==> src/rtl/uart_flag_pkg.sv <==
package uart_flag_pkg;
    // Status bit positions: software decodes these.
    localparam int FE_BIT   = 1;
    localparam int NE_BIT   = 2;
    localparam int ORE_BIT  = 3;
    localparam int IDLE_BIT = 4;
    localparam int RXNE_BIT = 5;
    localparam int TC_BIT   = 6;
    localparam int TXE_BIT  = 7;

    // Error flag slots inside the error bank.
    localparam int NUM_ERR  = 4;
    localparam int ERR_FE   = 0;
    localparam int ERR_NE   = 1;
    localparam int ERR_ORE  = 2;
    localparam int ERR_IDLE = 3;

    typedef enum logic [0:0] {
        SEQ_IDLE  = 1'b0,
        SEQ_ARMED = 1'b1
    } seq_state_t;

    typedef enum logic [0:0] {
        RX_EMPTY = 1'b0,
        RX_FULL  = 1'b1
    } rx_state_t;
endpackage

==> src/rtl/uart_flag_seq.sv <==
module uart_flag_seq
    import uart_flag_pkg::*;
(
    input  logic clk,
    input  logic rst_n,
    input  logic stat_rd,
    input  logic data_rd,
    input  logic data_wr,
    output logic armed,
    output logic clr_err,
    output logic clr_tc
);
    seq_state_t st_q, st_d;

    always_comb begin
        st_d = st_q;
        unique case (st_q)
            SEQ_IDLE:  if (stat_rd) st_d = SEQ_ARMED;
            SEQ_ARMED: begin
                if (stat_rd)                st_d = SEQ_ARMED;
                else if (data_rd || data_wr) st_d = SEQ_IDLE;
            end
            default:   st_d = SEQ_IDLE;
        endcase
    end

    always_ff @(posedge clk or negedge rst_n) begin
        if (!rst_n) st_q <= SEQ_IDLE;
        else        st_q <= st_d;
    end

    always_comb begin
        armed   = (st_q == SEQ_ARMED);
        clr_err = armed && data_rd;
        clr_tc  = armed && data_wr;
    end
endmodule

==> src/rtl/uart_flag_err.sv <==
module uart_flag_err #(
    parameter int N = 4
) (
    input  logic         clk,
    input  logic         rst_n,
    input  logic [N-1:0] set_ev,
    input  logic         clr,
    output logic [N-1:0] flags
);
    for (genvar i = 0; i < N; i++) begin : g_flag
        always_ff @(posedge clk or negedge rst_n) begin
            if (!rst_n)         flags[i] <= 1'b0;
            else if (set_ev[i]) flags[i] <= 1'b1;
            else if (clr)       flags[i] <= 1'b0;
        end
    end
endmodule

==> src/rtl/uart_flag_rx.sv <==
module uart_flag_rx
    import uart_flag_pkg::*;
#(
    parameter int WORD_W = 9
) (
    input  logic              clk,
    input  logic              rst_n,
    input  logic              push,
    input  logic [WORD_W-1:0] word,
    input  logic              drain,
    output logic              full,
    output logic              ovr_ev,
    output logic [WORD_W-1:0] data_q
);
    rx_state_t st_q, st_d;

    always_comb begin
        st_d = st_q;
        unique case (st_q)
            RX_EMPTY: if (push) st_d = RX_FULL;
            RX_FULL:  if (drain && !push) st_d = RX_EMPTY;
            default:  st_d = RX_EMPTY;
        endcase
    end

    always_ff @(posedge clk or negedge rst_n) begin
        if (!rst_n) st_q <= RX_EMPTY;
        else        st_q <= st_d;
    end

    always_ff @(posedge clk or negedge rst_n) begin
        if (!rst_n)                          data_q <= '0;
        else if (push && st_q == RX_EMPTY)   data_q <= word;
    end

    always_comb begin
        full   = (st_q == RX_FULL);
        ovr_ev = push && (st_q == RX_FULL);
    end
endmodule

==> src/rtl/uart_flag_tx.sv <==
module uart_flag_tx (
    input  logic clk,
    input  logic rst_n,
    input  logic load,
    input  logic done,
    input  logic data_wr,
    input  logic clr_tc,
    output logic txe,
    output logic tc
);
    always_ff @(posedge clk or negedge rst_n) begin
        if (!rst_n)       txe <= 1'b1;
        else if (load)    txe <= 1'b1;
        else if (data_wr) txe <= 1'b0;
    end

    always_ff @(posedge clk or negedge rst_n) begin
        if (!rst_n)            tc <= 1'b1;
        else if (done && txe)  tc <= 1'b1;
        else if (clr_tc)       tc <= 1'b0;
    end
endmodule

==> src/rtl/uart_flag_ctrl.sv <==
module uart_flag_ctrl
    import uart_flag_pkg::*;
#(
    parameter int BUS_W  = 16,
    parameter int WORD_W = 9
) (
    input  logic              clk,
    input  logic              rst_n,
    input  logic              bus_sel,
    input  logic              bus_rd,
    input  logic              bus_wr,
    input  logic [BUS_W-1:0]  bus_wdata,
    output logic [BUS_W-1:0]  bus_rdata,
    input  logic              hw_frame_err,
    input  logic              hw_break,
    input  logic              hw_noise,
    input  logic              hw_idle,
    input  logic              rx_push,
    input  logic [WORD_W-1:0] rx_word,
    input  logic              tx_pull,
    input  logic              tx_done
);
    localparam int PAD_W = BUS_W - WORD_W;

    logic stat_rd, stat_wr, data_rd, data_wr;
    logic seq_armed, clr_err, clr_tc_seq;
    logic rx_full, ovr_ev;
    logic [WORD_W-1:0] rx_data_q;
    logic txe, tc;
    logic [NUM_ERR-1:0] err_set, err_q;
    logic [BUS_W-1:0] stat_word;
    logic wdata_unused;

    always_comb begin
        stat_rd = bus_rd && !bus_sel;
        stat_wr = bus_wr && !bus_sel;
        data_rd = bus_rd &&  bus_sel;
        data_wr = bus_wr &&  bus_sel;
    end

    assign wdata_unused = ^bus_wdata;

    uart_flag_seq u_seq (
        .clk     (clk),
        .rst_n   (rst_n),
        .stat_rd (stat_rd),
        .data_rd (data_rd),
        .data_wr (data_wr),
        .armed   (seq_armed),
        .clr_err (clr_err),
        .clr_tc  (clr_tc_seq)
    );

    uart_flag_rx #(.WORD_W(WORD_W)) u_rx (
        .clk    (clk),
        .rst_n  (rst_n),
        .push   (rx_push),
        .word   (rx_word),
        .drain  (data_rd || (stat_wr && !bus_wdata[RXNE_BIT])),
        .full   (rx_full),
        .ovr_ev (ovr_ev),
        .data_q (rx_data_q)
    );

    always_comb begin
        err_set           = '0;
        err_set[ERR_FE]   = hw_frame_err || hw_break;
        err_set[ERR_NE]   = hw_noise;
        err_set[ERR_ORE]  = ovr_ev;
        err_set[ERR_IDLE] = hw_idle;
    end

    uart_flag_err #(.N(NUM_ERR)) u_err (
        .clk    (clk),
        .rst_n  (rst_n),
        .set_ev (err_set),
        .clr    (clr_err),
        .flags  (err_q)
    );

    uart_flag_tx u_tx (
        .clk     (clk),
        .rst_n   (rst_n),
        .load    (tx_pull),
        .done    (tx_done),
        .data_wr (data_wr),
        .clr_tc  (clr_tc_seq || (stat_wr && !bus_wdata[TC_BIT])),
        .txe     (txe),
        .tc      (tc)
    );

    always_comb begin
        stat_word           = '0;
        stat_word[FE_BIT]   = err_q[ERR_FE];
        stat_word[NE_BIT]   = err_q[ERR_NE];
        stat_word[ORE_BIT]  = err_q[ERR_ORE];
        stat_word[IDLE_BIT] = err_q[ERR_IDLE];
        stat_word[RXNE_BIT] = rx_full;
        stat_word[TC_BIT]   = tc;
        stat_word[TXE_BIT]  = txe;
    end

    always_comb begin
        if (bus_sel) bus_rdata = {{PAD_W{1'b0}}, rx_data_q};
        else         bus_rdata = stat_word;
    end
endmodule

==> config.mk <==
export PLATFORM = sky130hd
export DESIGN_NAME = uart_flag_ctrl
export DESIGN_NICKNAME = d
export VERILOG_FILES = /design/src/rtl/uart_flag_pkg.sv /design/src/rtl/uart_flag_seq.sv /design/src/rtl/uart_flag_err.sv /design/src/rtl/uart_flag_rx.sv /design/src/rtl/uart_flag_tx.sv /design/src/rtl/uart_flag_ctrl.sv
export SDC_FILE = /design/constraint.sdc
export NUM_CORES = 1
export LEC_CHECK = 0
export BUFFER_PORTS_ARGS = -buffer_cell sky130_fd_sc_hd__buf_2
export CAP_MARGIN = 30
export CORE_AREA = 2 2 47 49
export CTS_BUF_LIST = sky130_fd_sc_hd__clkbuf_8
export DETAILED_ROUTE_END_ITERATION = 10
export DIE_AREA = 0 0 49 51
export HOLD_SLACK_MARGIN = 0.1
export PLACE_DENSITY_LB_ADDON = 0.05
export SKIP_LAST_GASP = 1
export SLEW_MARGIN = 20
export SYNTH_ARGS = -nofsm -noshare
export SYNTH_HDL_FRONTEND = slang
export SYNTH_SLANG_ARGS = --single-unit
==> constraint.sdc <==
create_clock -name clk -period 1.25 [get_ports clk]
set_input_delay 0.3125 -clock clk [delete_from_list [all_inputs] [get_ports clk]]
set_output_delay 0.3125 -clock clk [all_outputs]
set_load 0.02 [all_outputs]
**Word level (Yosys, flattened, before mapping)**

Cells that the tools add are included.

- Register bits: 17
- Input port bits: 37
- Output and inout bits: 16

- Mux-type cells: 17
- Bitwise logic cells: 2
- Reduce and logical (&&, ||, !) cells: 26

Operators with widths:

| cell | number |
|---|---|
| two-way mux 1 bit | 14 |
| logical AND 1 bit | 12 |
| nonzero test 2 bit | 6 |
| two-way mux 9 bit | 1 |
| logical NOT 1 bit | 4 |
| logical OR 1 bit | 4 |
| one-hot mux 1 bit (2 select lines) | 2 |
| NOT 1 bit | 2 |

**Longest topological paths before layout**

- Depth in word-level cells: 7
- Gate-level depth with buffers: 4
- Mapped depth without buffers: 2

**Cells and area by module**

Synthesis repeated with hierarchy kept, for this count alone.

- Cells, all modules: 70
- Area, all modules: 918.4 µm²

By module, submodules not included:

| module | instances | cells each | area an instance (µm²) |
|---|---|---|---|
| uart_flag_rx | 1 | 24 | 430.4 |
| uart_flag_ctrl | 1 | 25 | 227.7 |
| uart_flag_err | 1 | 9 | 133.9 |
| uart_flag_tx | 1 | 7 | 76.3 |
| uart_flag_seq | 1 | 5 | 50.0 |

**Least setup slack after synthesis**

No wires, ideal clock.

- Kind: input to output
- Start point: in bus_sel
- End point: out bus_rdata[6]
- Arrival time: 1.084 ns
- Required time: 0.938 ns
- Setup slack: -0.146 ns
- Stages: 3
- Path buffers: 2
- Cells stage by stage: buf_6 buf_2 o21ai_0

- Cells in the longest elaborated chain, start to end: 1

RTL lines:

| element | line | source |
|---|---|---|
| start: declaration | uart_flag_ctrl.sv:9 | `input logic bus_sel,` |
| two-way mux 9 bit | uart_flag_ctrl.sv:104 | `if (bus_sel) bus_rdata = {{PAD_W{1'b0}}, rx_data_q};` |
| end: declaration | uart_flag_ctrl.sv:13 | `output logic [BUS_W-1:0] bus_rdata,` |

Every way passes these cells.

**Worst setup path after layout**

- Start point: reg u_tx.tc
- End point: out bus_rdata[6]

- Cells in the longest elaborated chain, start to end: 1

RTL lines:

| element | line | source |
|---|---|---|
| start: declaration | uart_flag_tx.sv:9 | `output logic tc` |
| start signal: assignment | uart_flag_tx.sv:18 | `if (!rst_n) tc <= 1'b1;` |
| start signal: assignment | uart_flag_tx.sv:19 | `else if (done && txe) tc <= 1'b1;` |
| start signal: assignment | uart_flag_tx.sv:20 | `else if (clr_tc) tc <= 1'b0;` |
| two-way mux 9 bit | uart_flag_ctrl.sv:104 |  |

Every way passes these cells.

==> summary.md <==
| Metric | Value |
|---|---|
| Status | finished, violations left |
| Failing checks | setup timing |
| Max clock buf depth | 2 |
| Fin util | roughly three fifths |
| Layout cells sized above 1 | between 60% and 70% |
| Mapped Cells | 66 |
| Detailed-route via count | 606 |
| Clk_lat worst skew | about 250 ps |
| H-tree levels | 1 |
| Drt first pass iters | 2 |
| Placed cells | about 130 |
| Die ar. | roughly 0.0025 mm2 |
| Clk Tree Root Cell | clkbuf_8 |
| Global-route wire length before repair | 2660 um |
| DP Wirelength | between 1000 and 1500 um |
| Total Neg Setup Slack | -724 ps |
| Leak pwr | between 0.6 and 0.7 nW |
| NumNets Final | approximately 150 |
| Row cnt | 17 |
| Vias in the first global route | 614 |
| CP startpoint kind | flop |
| Post-synthesis sequential area ratio | between 50% and 60% |
| Sink Count | 17 |
| Initial antenna violation count | 0 |
| Worst Clk Skew | around 4.4 ps |
| Multi-input logic area | a little under 400 um2 |
| Clock period minus worst slack | 1400 ps |
| Number of standard cells in the layout, taps in and fillers out | around 140 |
| Post-Syn Area per Cell | ~12 um2 |
| Final setup violation count | 7 |
| Tcrit/Tclk final | 112% |
| Buffers on Ports | 31 |
| Core area | roughly 0.0021 mm2 |
| Max Slew Vio Count | 0 |
| DP Area | 986 um2 |
| Number of inserted diodes | 0 |
| Yosys warnings | 0 |
| Max incr delay on CP | between 500 and 600 ps |
| Commonest cells after routing, fill and taps aside | buf_2 (21), dfrtp_1 (15), mux2_4 (13) |
| Synth Register Bits | 17 |
| Commonest non-fill, non-tap cell in the layout | buf_2 |
| TritonCTS clock tree | built |
| Final hold vios | 0 |
| P per Cell Area | 1330 mW/mm2 |
| Final worst slack | -151 ps |
| Max VDD drop | 938 uV |
| DP Worst Slack | -106 ps |
| P&R area growth vs syn | 49.2% |
| Critical path cell sequence | inv_2, o21ai_1, buf_4 |
| Crit path DAT | 1090 ps |
| Crit-path max FO | 2 |
| Final wirelength | between 1500 and 2000 um |
| DRT iter0 DRCs | 1 |
| Hold Crit Class | in2reg |
| Post-Layout Inst Area | 0.00122 mm2 |
| Fmax | slightly above 0.7 GHz |
| Residual DRC | 0 |
| Pin count of the biggest net entering global routing | 18 |
| Synth unique cells | 22 |
| Starting Density | approximately two fifths |
| Top cell type by total area after synthesis | dfrtp_1 |
| Drt wl/cell | ~12 um |
| # IOs | 53 |
| CTS clk-pin slew, worst paths | 70 ps |
| Fill cell count | just over 200 |
| Slowest cell on crit path | dfstp_2 |
| Unrepaired setup endpoints after global routing | yes |
| Die X | approximately 49 um |
| GR Overflow Total | 0 |
| Routability Congestion | approximately 0.70 |
| CP Class | reg2out |
| Synth Cell Area | approximately 800 um2 |
| Required time worst endpoint | between 900 and 1000 ps |
| Max-Cap Viols | 0 |
| ANT nets after route | 0 |
| Synth top area share | roughly 46% |
| Die Span Y | about 51 um |
| Top post-synthesis cells by area | dfrtp_1 (46%), mux2_2 (21%), buf_4 (6.4%) |
| Number of buffers created by CTS | 3 |
| GRT Total Usage | 14.3% |
| Setup crit end kind | output port |
| FF/Latch Area | around 430 um2 |
| Vias per cell | about 4.5 |
## logic make-up (layout without fill, tap and decap cells)
logic type             Yosys count  after routing  synth area share (%)
AO/OA/AOI/OAI                   10             10                  9.19
buffers and inverters           11             47                  9.49
flip-flops                      17             17                  52.4
multiplexers                    15             15                  20.7
other                            1              7                 0.459
AND/OR/NAND/NOR                 12             12                  7.81
## cell usage after synthesis
cell,n
a31o_1,1
a21o_1,3
buf_2,2
and2_1,3
inv_1,1
conb_1,1
a211o_1,1
buf_6,1
buf_4,7
o311ai_0,1
nand3_1,1
dfstp_2,2
dfrtp_1,15
or3b_1,1
nor2b_1,1
nor2_1,1
nand2_1,4
mux2_2,15
nand2b_1,1
o21ai_0,2
o21a_1,1
a22o_1,1
## metrics by stage
stage	hold WS (ps)	power, W
global placement	260	0.00103
finish	236	0.00161
detailed placement	259	0.00104
global route	229	0.00171
floorplan	16.9	0.000936
CTS	233	0.00153
## what timing repair did
item / in CTS / in global routing
resized for setup: 15 / 25
pin swaps: 0 / 2
hold endpoints to repair: 15 / 0
hold buffers: 1 / 0
setup buffers: 5 / 1
setup endpoints to repair: 9 / 18
## sequential cells by signal, summed over array words and instances, names as in the netlist
signal,flops
u_tx.tc,1
u_rx.full,1
u_rx.data_q,9
u_tx.txe,1
u_err.flags,4
u_seq.armed,1
## final timing paths
check / start / endpoint / slack, ps / depth (start not counted)
worst max register to register: u_rx.full / u_rx.data_q[2] / 40 / 4
min in group asynchronous: rst_n / u_seq.armed / 530 / 2
worst max-delay path: u_tx.tc / bus_rdata[6] / -150 / 3
worst min-delay path: hw_idle / u_err.flags[3] / 240 / 2
max in group asynchronous: rst_n / u_tx.txe / 410 / 2
worst min register to register: u_err.flags[3] / u_err.flags[3] / 490 / 1
## where the power goes
group | switching [W] | internal [W] | total (W)
Clock | 0.000175 | 0.000221 | 0.000396
Sequential | 0.0000482 | 0.000643 | 0.000691
Combinational | 0.000206 | 0.000322 | 0.000528
## worst max-delay path, delay by kind of cell (launching register included)
kind | cells | cell delay (ps)
buf+inv | 2 | 190
compound gates | 1 | 120
flops | 1 | 540
## layer usage
layer / GRT usage (%) / vias up / share of wire, %
met4: 7.14 / 0 / 0.48
met3: 3.80 / 2 / 5.3
met1: 16.3 / 290 / 44
met5: 0 / - / 0
li1: - / 297 / -
met2: 24.9 / 17 / 51
## area by class of cell
type,count,share of cell area (%)
clock inverter,1,0.411
multi-input combinational,44,32.4
sequential,17,35.1
timing repair buffer,42,25.5
tap,28,2.87
clock buffer,3,3.39
inverter,1,0.308
Power figures use the tool's default switching activity.
